$ cat src/rtl/hprio_pkg.sv
package hprio_pkg;
  localparam int PRIO_W    = 8;
  localparam int LANES     = 4;
  localparam int DATA_W    = LANES * PRIO_W;
  localparam int HDL_FIRST = 4;
  localparam int HDL_COUNT = 12;
  localparam int NUM_WORDS = HDL_COUNT / LANES;
  localparam int VEC_W     = HDL_COUNT * PRIO_W;

  localparam int HDL_MEMMGMT  = 4;
  localparam int HDL_BUSFLT   = 5;
  localparam int HDL_USAGE    = 6;
  localparam int HDL_SECFLT   = 7;
  localparam int HDL_SVC      = 11;
  localparam int HDL_DEBUGMON = 12;
  localparam int HDL_PENDSV   = 14;
  localparam int HDL_SYSTICK  = 15;

  typedef enum logic [1:0] {BANK_NONE, BANK_MAIN, BANK_SEC} bank_e;

  typedef struct packed {
    logic [HDL_COUNT-1:0] wrMain;
    logic [HDL_COUNT-1:0] wrSec;
    logic [HDL_COUNT-1:0] rdMain;
    logic [HDL_COUNT-1:0] rdSec;
    logic                 rdEn;
    logic                 wrHit;
  } prio_ctrl_t;

  // Which copy a lane reaches, or none (read zero, write ignored).
  function automatic bank_e laneBank(input int hdl, input logic secure, input logic bfNsEn);
    bank_e b;
    b = BANK_NONE;
    case (hdl)
      HDL_MEMMGMT, HDL_USAGE, HDL_SVC, HDL_PENDSV, HDL_SYSTICK:
        b = secure ? BANK_SEC : BANK_MAIN;
      HDL_BUSFLT:   b = (secure || bfNsEn) ? BANK_MAIN : BANK_NONE;
      HDL_SECFLT:   b = secure ? BANK_MAIN : BANK_NONE;
      HDL_DEBUGMON: b = BANK_MAIN;
      default:      b = BANK_NONE;
    endcase
    return b;
  endfunction

  function automatic logic hasSecCopy(input int hdl);
    return laneBank(hdl, 1'b1, 1'b0) == BANK_SEC;
  endfunction
endpackage

$ cat src/rtl/hprio_ctrl.sv
module hprio_ctrl
  import hprio_pkg::*;
#(
  parameter int                ADDR_W    = 32,
  parameter logic [ADDR_W-1:0] BASE_ADDR = 'h0D18
) (
  input  logic              clk,
  input  logic              rstN,
  input  logic              reqValid,
  input  logic              reqWrite,
  input  logic [ADDR_W-1:0] reqAddr,
  input  logic [LANES-1:0]  reqByteEn,
  input  logic              reqSecure,
  input  logic              bfNsEnable,
  output prio_ctrl_t        ctrl,
  output logic              rspValid,
  output logic              updStrobe
);
  localparam int WORD_W = ADDR_W - 2;
  localparam logic [WORD_W-1:0] BASE_WORD = BASE_ADDR[ADDR_W-1:2];

  logic [WORD_W-1:0] wordOfs;
  logic              inRange;
  logic              unusedLowAddr;

  assign wordOfs       = reqAddr[ADDR_W-1:2] - BASE_WORD;
  assign inRange       = wordOfs < WORD_W'(NUM_WORDS);
  assign unusedLowAddr = ^reqAddr[1:0];

  always_comb begin
    ctrl       = '0;
    ctrl.rdEn  = reqValid & ~reqWrite;
    ctrl.wrHit = reqValid & reqWrite & inRange;
    for (int k = 0; k < HDL_COUNT; k++) begin
      if (reqValid && inRange && (wordOfs == WORD_W'(k / LANES)) && reqByteEn[k % LANES]) begin
        case (laneBank(HDL_FIRST + k, reqSecure, bfNsEnable))
          BANK_MAIN: begin
            if (reqWrite) ctrl.wrMain[k] = 1'b1;
            else          ctrl.rdMain[k] = 1'b1;
          end
          BANK_SEC: begin
            if (reqWrite) ctrl.wrSec[k] = 1'b1;
            else          ctrl.rdSec[k] = 1'b1;
          end
          default: ;
        endcase
      end
    end
  end

  always_ff @(posedge clk or negedge rstN) begin
    if (!rstN) begin
      rspValid  <= 1'b0;
      updStrobe <= 1'b0;
    end else begin
      rspValid  <= ctrl.rdEn;
      updStrobe <= ctrl.wrHit;
    end
  end
endmodule

$ cat src/rtl/hprio_regs.sv
module hprio_regs
  import hprio_pkg::*;
(
  input  logic              clk,
  input  logic              rstN,
  input  prio_ctrl_t        ctrl,
  input  logic [DATA_W-1:0] reqWdata,
  output logic [DATA_W-1:0] rspRdata,
  output logic [VEC_W-1:0]  prioMainOut,
  output logic [VEC_W-1:0]  prioSecOut
);
  logic [DATA_W-1:0] rdataD;
  logic              unusedHit;

  assign unusedHit = ctrl.wrHit;

  for (genvar k = 0; k < HDL_COUNT; k++) begin : gSlot
    localparam int LANE = k % LANES;
    logic [PRIO_W-1:0] mainReg;

    always_ff @(posedge clk or negedge rstN) begin
      if (!rstN)               mainReg <= '0;
      else if (ctrl.wrMain[k]) mainReg <= reqWdata[LANE*PRIO_W +: PRIO_W];
    end
    assign prioMainOut[k*PRIO_W +: PRIO_W] = mainReg;

    if (hasSecCopy(HDL_FIRST + k)) begin : gBanked
      logic [PRIO_W-1:0] secReg;
      always_ff @(posedge clk or negedge rstN) begin
        if (!rstN)              secReg <= '0;
        else if (ctrl.wrSec[k]) secReg <= reqWdata[LANE*PRIO_W +: PRIO_W];
      end
      assign prioSecOut[k*PRIO_W +: PRIO_W] = secReg;
    end else begin : gShared
      logic unusedSecCtl;
      assign unusedSecCtl = ctrl.wrSec[k] | ctrl.rdSec[k];
      assign prioSecOut[k*PRIO_W +: PRIO_W] = '0;
    end
  end

  always_comb begin
    rdataD = '0;
    for (int k = 0; k < HDL_COUNT; k++) begin
      if (ctrl.rdMain[k])
        rdataD[(k % LANES)*PRIO_W +: PRIO_W] = rdataD[(k % LANES)*PRIO_W +: PRIO_W]
                                               | prioMainOut[k*PRIO_W +: PRIO_W];
      if (ctrl.rdSec[k])
        rdataD[(k % LANES)*PRIO_W +: PRIO_W] = rdataD[(k % LANES)*PRIO_W +: PRIO_W]
                                               | prioSecOut[k*PRIO_W +: PRIO_W];
    end
  end

  always_ff @(posedge clk or negedge rstN) begin
    if (!rstN)          rspRdata <= '0;
    else if (ctrl.rdEn) rspRdata <= rdataD;
    else                rspRdata <= '0;
  end
endmodule

$ cat src/rtl/handler_prio_bank.sv
module handler_prio_bank
  import hprio_pkg::*;
#(
  parameter int                ADDR_W    = 32,
  parameter logic [ADDR_W-1:0] BASE_ADDR = 'h0D18
) (
  input  logic              clk,
  input  logic              rstN,
  input  logic              reqValid,
  input  logic              reqWrite,
  input  logic [ADDR_W-1:0] reqAddr,
  input  logic [DATA_W-1:0] reqWdata,
  input  logic [LANES-1:0]  reqByteEn,
  input  logic              reqSecure,
  input  logic              bfNsEnable,
  output logic              rspValid,
  output logic [DATA_W-1:0] rspRdata,
  output logic              updStrobe,
  output logic [VEC_W-1:0]  prioMainOut,
  output logic [VEC_W-1:0]  prioSecOut
);
  prio_ctrl_t ctrl;

  hprio_ctrl #(.ADDR_W(ADDR_W), .BASE_ADDR(BASE_ADDR)) uCtrl (
    .clk        (clk),
    .rstN       (rstN),
    .reqValid   (reqValid),
    .reqWrite   (reqWrite),
    .reqAddr    (reqAddr),
    .reqByteEn  (reqByteEn),
    .reqSecure  (reqSecure),
    .bfNsEnable (bfNsEnable),
    .ctrl       (ctrl),
    .rspValid   (rspValid),
    .updStrobe  (updStrobe)
  );

  hprio_regs uRegs (
    .clk         (clk),
    .rstN        (rstN),
    .ctrl        (ctrl),
    .reqWdata    (reqWdata),
    .rspRdata    (rspRdata),
    .prioMainOut (prioMainOut),
    .prioSecOut  (prioSecOut)
  );
endmodule

$ cat config.mk
export PLATFORM = sky130hd
export DESIGN_NAME = handler_prio_bank
export DESIGN_NICKNAME = d
export VERILOG_FILES = /design/src/rtl/hprio_pkg.sv /design/src/rtl/hprio_ctrl.sv /design/src/rtl/hprio_regs.sv /design/src/rtl/handler_prio_bank.sv
export SDC_FILE = /design/constraint.sdc
export NUM_CORES = 1
export LEC_CHECK = 0
export BUFFER_PORTS_ARGS = -buffer_cell sky130_fd_sc_hd__buf_2
export CAP_MARGIN = 10
export CORE_UTILIZATION = 50
export DETAILED_ROUTE_END_ITERATION = 8
export PLACE_DENSITY = 0.83
export REMOVE_ABC_BUFFERS = 1
export SYNTH_ARGS = -nofsm -noshare
export SYNTH_HDL_FRONTEND = slang
export SYNTH_SLANG_ARGS = --single-unit
export TNS_END_PERCENT = 50
$ cat constraint.sdc
create_clock -name clk -period 1.6 [get_ports clk]
set_clock_uncertainty 0.1 [all_clocks]
set_input_delay 0.32 -clock clk [delete_from_list [all_inputs] [get_ports clk]]
set_output_delay 0.32 -clock clk [all_outputs]
set_load 0.01 [all_outputs]
==> flow_summary.ini <==
[synthesis]
postSynthCellCount = 596
mappedNetlistArea_sq_mm = 0.00715
synth_async_sr_flop_share_pct = 100
postSynth.topFlopCell = dfrtp_1
number_of_flops_mapped_to_enable_cells_by_yosys = 0
synth.yosys.seq_area_share_pct = 48.3
synth_seq_cells = 138
yosysUniqueCellTypes = 59
synth-warning-count = 0
syn_area_per_cell_sq_um = 12.0

[power_and_ir_drop]
comb_power_share_pct = 8.8
internal_power_mw = 5.96
p_switching_mw = 2.15
p_per_area_mw_per_mm2 = 784
share_seq_of_total_power_pct = 43.0
worst_ir_drop_vdd_mv = 0.613
total_power_mw = 8.11
swShare_pct = 26.5
p_leak_nw = 5.47
share_clk_of_total_power_pct = 48.2

[run]
cap_viol_max_count = 0

[timing]
timing.hold.ws_ns = 0.0335
relSlewSlack_pct = 66.1
timing_hold_violations_final = 0
tightest_slew_ns = 0.501
setup_repair_after_global_routing_missed_its_margin = true
clock.fmax_mhz = 360
timing.final.crit_share_pct = 174
layout_setup_ws_ns = -1.18
report.final.slew_viol_count = 0
final_period_minus_worst_setup_slack_ns = 2.78
finalSetupViolations = 137

[clock_tree]
cts.htree.levels = 4
max-clock-path-buffers = 2
clock_sink_count = 138
clkLatencyLatePin_ns = 0.42
tritoncts = done
cts_inserted_buffers = 17
clock-root-buffer = clkbuf_16
clk_pin_slew_worst_paths_ns = 0.07

[critical_path]
timing.critical_path.from_type = input port
required_ns = 1.80
path_class = in -> reg
cp_cell_sequence = buf_6 -> or4_4 -> nor4_4 -> a22oi_2 -> o31ai_2 -> o211ai_2 -> buf_6 -> buf_6 -> nor4_4 -> buf_6 -> mux2_4
crit_family = simple AND/OR/NAND/NOR gates
critPathCaptureType = flip-flop
cp_common_cell = buf_6
worst-path-max-fanout = 8
critical_path_arrival_ns = 2.97
cp_slowest_stage_delay_ns = 0.64
crit_buf_inv = 4
timing.critical_path.slowest_stage_cell = or4_4

[final_layout]
final.fill_count = 912
finalNetCount = 996
fin_cells = 1115
post_route_cells_drive_above_1_share_pct = 54.0
synthesis_to_finish_area_growth_pct = 44.7

[grt]
grt.total_usage_pct = 30.5
maximum_number_of_pins_on_one_net_before_global_route_repair = 58
grt_antenna_before_repair = 1
number_of_global_route_vias_before_repair = 6240
globalRoute.totalOverflow = 0
grt_first_pass_wirelength_um = 34200

[placed_design]
dp.cells = 1066
gp_congestion = 0.883
dp.final_hpwl_um = 14400
dp_slack_ns = -1.75
place.port_buffers = 209

[drt]
drtAntennaViolNets = 0
drt_iter0_markers = 355
route.final.wire_length_um = 22100
avgRoutedWirePerCell_um = 19.8
routed_via_density = 5.54
route.detailed.drc = 0
dr_total_vias = 6178
drt-pass1-iter-count = 5

[die]
fp.dieH_um = 122
floorplan.die_area_sq_mm = 0.0148
initial_utilization_pct = 51.3
die_x_um = 122
number_of_standard_cell_rows_in_the_floorplan = 43
core_sq_mm = 0.0139
boundaryPins = 300

[run_status]
status = complete, but fails checks
violations = setup timing

[hold_path]
worstHoldPathType = in -> reg
[cell usage after synthesis (all sizes together), types with 12 or more instances]
library cell / instances / share of area (%)
nand4: 12 / 1.1
mux2i: 26 / 3.6
nand3: 17 / 1.2
o32ai: 16 / 2.0
clkbuf: 15 / 0.79
dfrtp: 138 / 48
nand2: 21 / 1.1
mux2: 104 / 16
nor2: 23 / 1.2
inv: 12 / 0.63
buf: 91 / 9.6
nor3: 24 / 2.9
[cell usage in the layout, fill, tap and decap left out, types with 12 or more instances in the layout]
cell type and instances:
buf_2 206, dfrtp_1 138, mux2_4 103, conb_1 88, buf_4 83, mux2i_1 26
nor2_1 22, nand2_1 20, buf_6 18, clkbuf_16 17, nand3_1 16, buf_12 15
nor3_1 14, inv_1 12
[sequential cells by signal, indices dropped and copies added, names as in the netlist]
signal                      cells
uCtrl.updStrobe                 1
uCtrl.rspValid                  1
uRegs.gSlot.mainReg            64
uRegs.rspRdata                 32
uRegs.gSlot.gBanked.secReg     40
[metal layers]
layer	part of all wire, %	GRT usage [%]
met4	2.9	10.8
met1	37	36.1
met5	0	0
met2	53	53.5
met3	6.9	7.72
[metrics by stage]
step / TNS [ns] / instance area [sq um] / utilization (%)
detailed placement: -222.15 / 8930 / 64.1
finish: -148.64 / 10300 / 74.2
global route: -158.13 / 10300 / 74.2
global placement: -218.35 / 8930 / 64.1
floorplan: -221.91 / 6740 / -
CTS: -134.33 / 10200 / 73.0
[kinds of logic (layout without fill, tap and decap cells)]
logic type	Yosys count	count (layout)	share of synthesized area, %
AO/OA/AOI/OAI	74	74	8.19
buffers and inverters	118	369	11.0
flip-flops	138	138	48.3
AND/OR/NAND/NOR	134	134	12.3
adder cells (fa/ha/maj)	1	1	0.175
other	1	89	0.0525
multiplexers	130	130	20.0
[final timing paths]
| kind | startpoint | end | slack, ns | depth (start not counted) |
|---|---|---|---|---|
| max | reqAddr[5] | uRegs.gSlot[10].gBanked.secReg[7]$_DFFE_PN0P_ | -1.18 | 11 |
| min | reqWdata[11] | uRegs.gSlot[1].mainReg[3]$_DFFE_PN0P_ | 0.03 | 2 |
| max reg2reg | uRegs.gSlot[11].mainReg[5]$_DFFE_PN0P_ | uRegs.rspRdata[29]$_DFF_PN0_ | 0.35 | 2 |
| min reg2reg | uRegs.gSlot[1].mainReg[0]$_DFFE_PN0P_ | uRegs.rspRdata[8]$_DFF_PN0_ | 0.43 | 2 |
| max in group asynchronous | rstN | uRegs.rspRdata[7]$_DFF_PN0_ | 0.57 | 3 |
| min in group asynchronous | rstN | uRegs.gSlot[10].gBanked.secReg[0]$_DFFE_PN0P_ | 0.23 | 2 |
[layout make-up]
cell class                      instances  area (sq um)  area share [%]
Clock buffer                           17           425            4.11
Tap cell                              180           225            2.18
Multi-Input combinational cell        427          3820            37.0
Clock inverter                         15           160            1.55
Sequential cell                       138          3450            33.4
Timing Repair Buffer                  325          2210            21.4
Inverter                               12          45.0           0.435
Antenna cell                            1          2.50          0.0242
[what timing repair did]
item,4_1_cts,5_1_grt
gates resized for setup,122,37
hold buffers,1,0
setup buffers,15,2
pin swaps,18,8
cloned,1,0
endpoints found under the hold margin,81,0
endpoints found under the setup margin,137,137
[power groups by stage]
stage / combinational, mW / sequential, mW / clock, mW
floorplan: 0.221 / 3.56 / 0
global placement: 0.630 / 3.56 / 0
detailed placement: 0.634 / 3.56 / 0
CTS: 0.682 / 3.49 / 3.92
global route: 0.783 / 3.49 / 4.08
finish: 0.713 / 3.49 / 3.90
No activity file was read; power rests on OpenSTA's default activity.
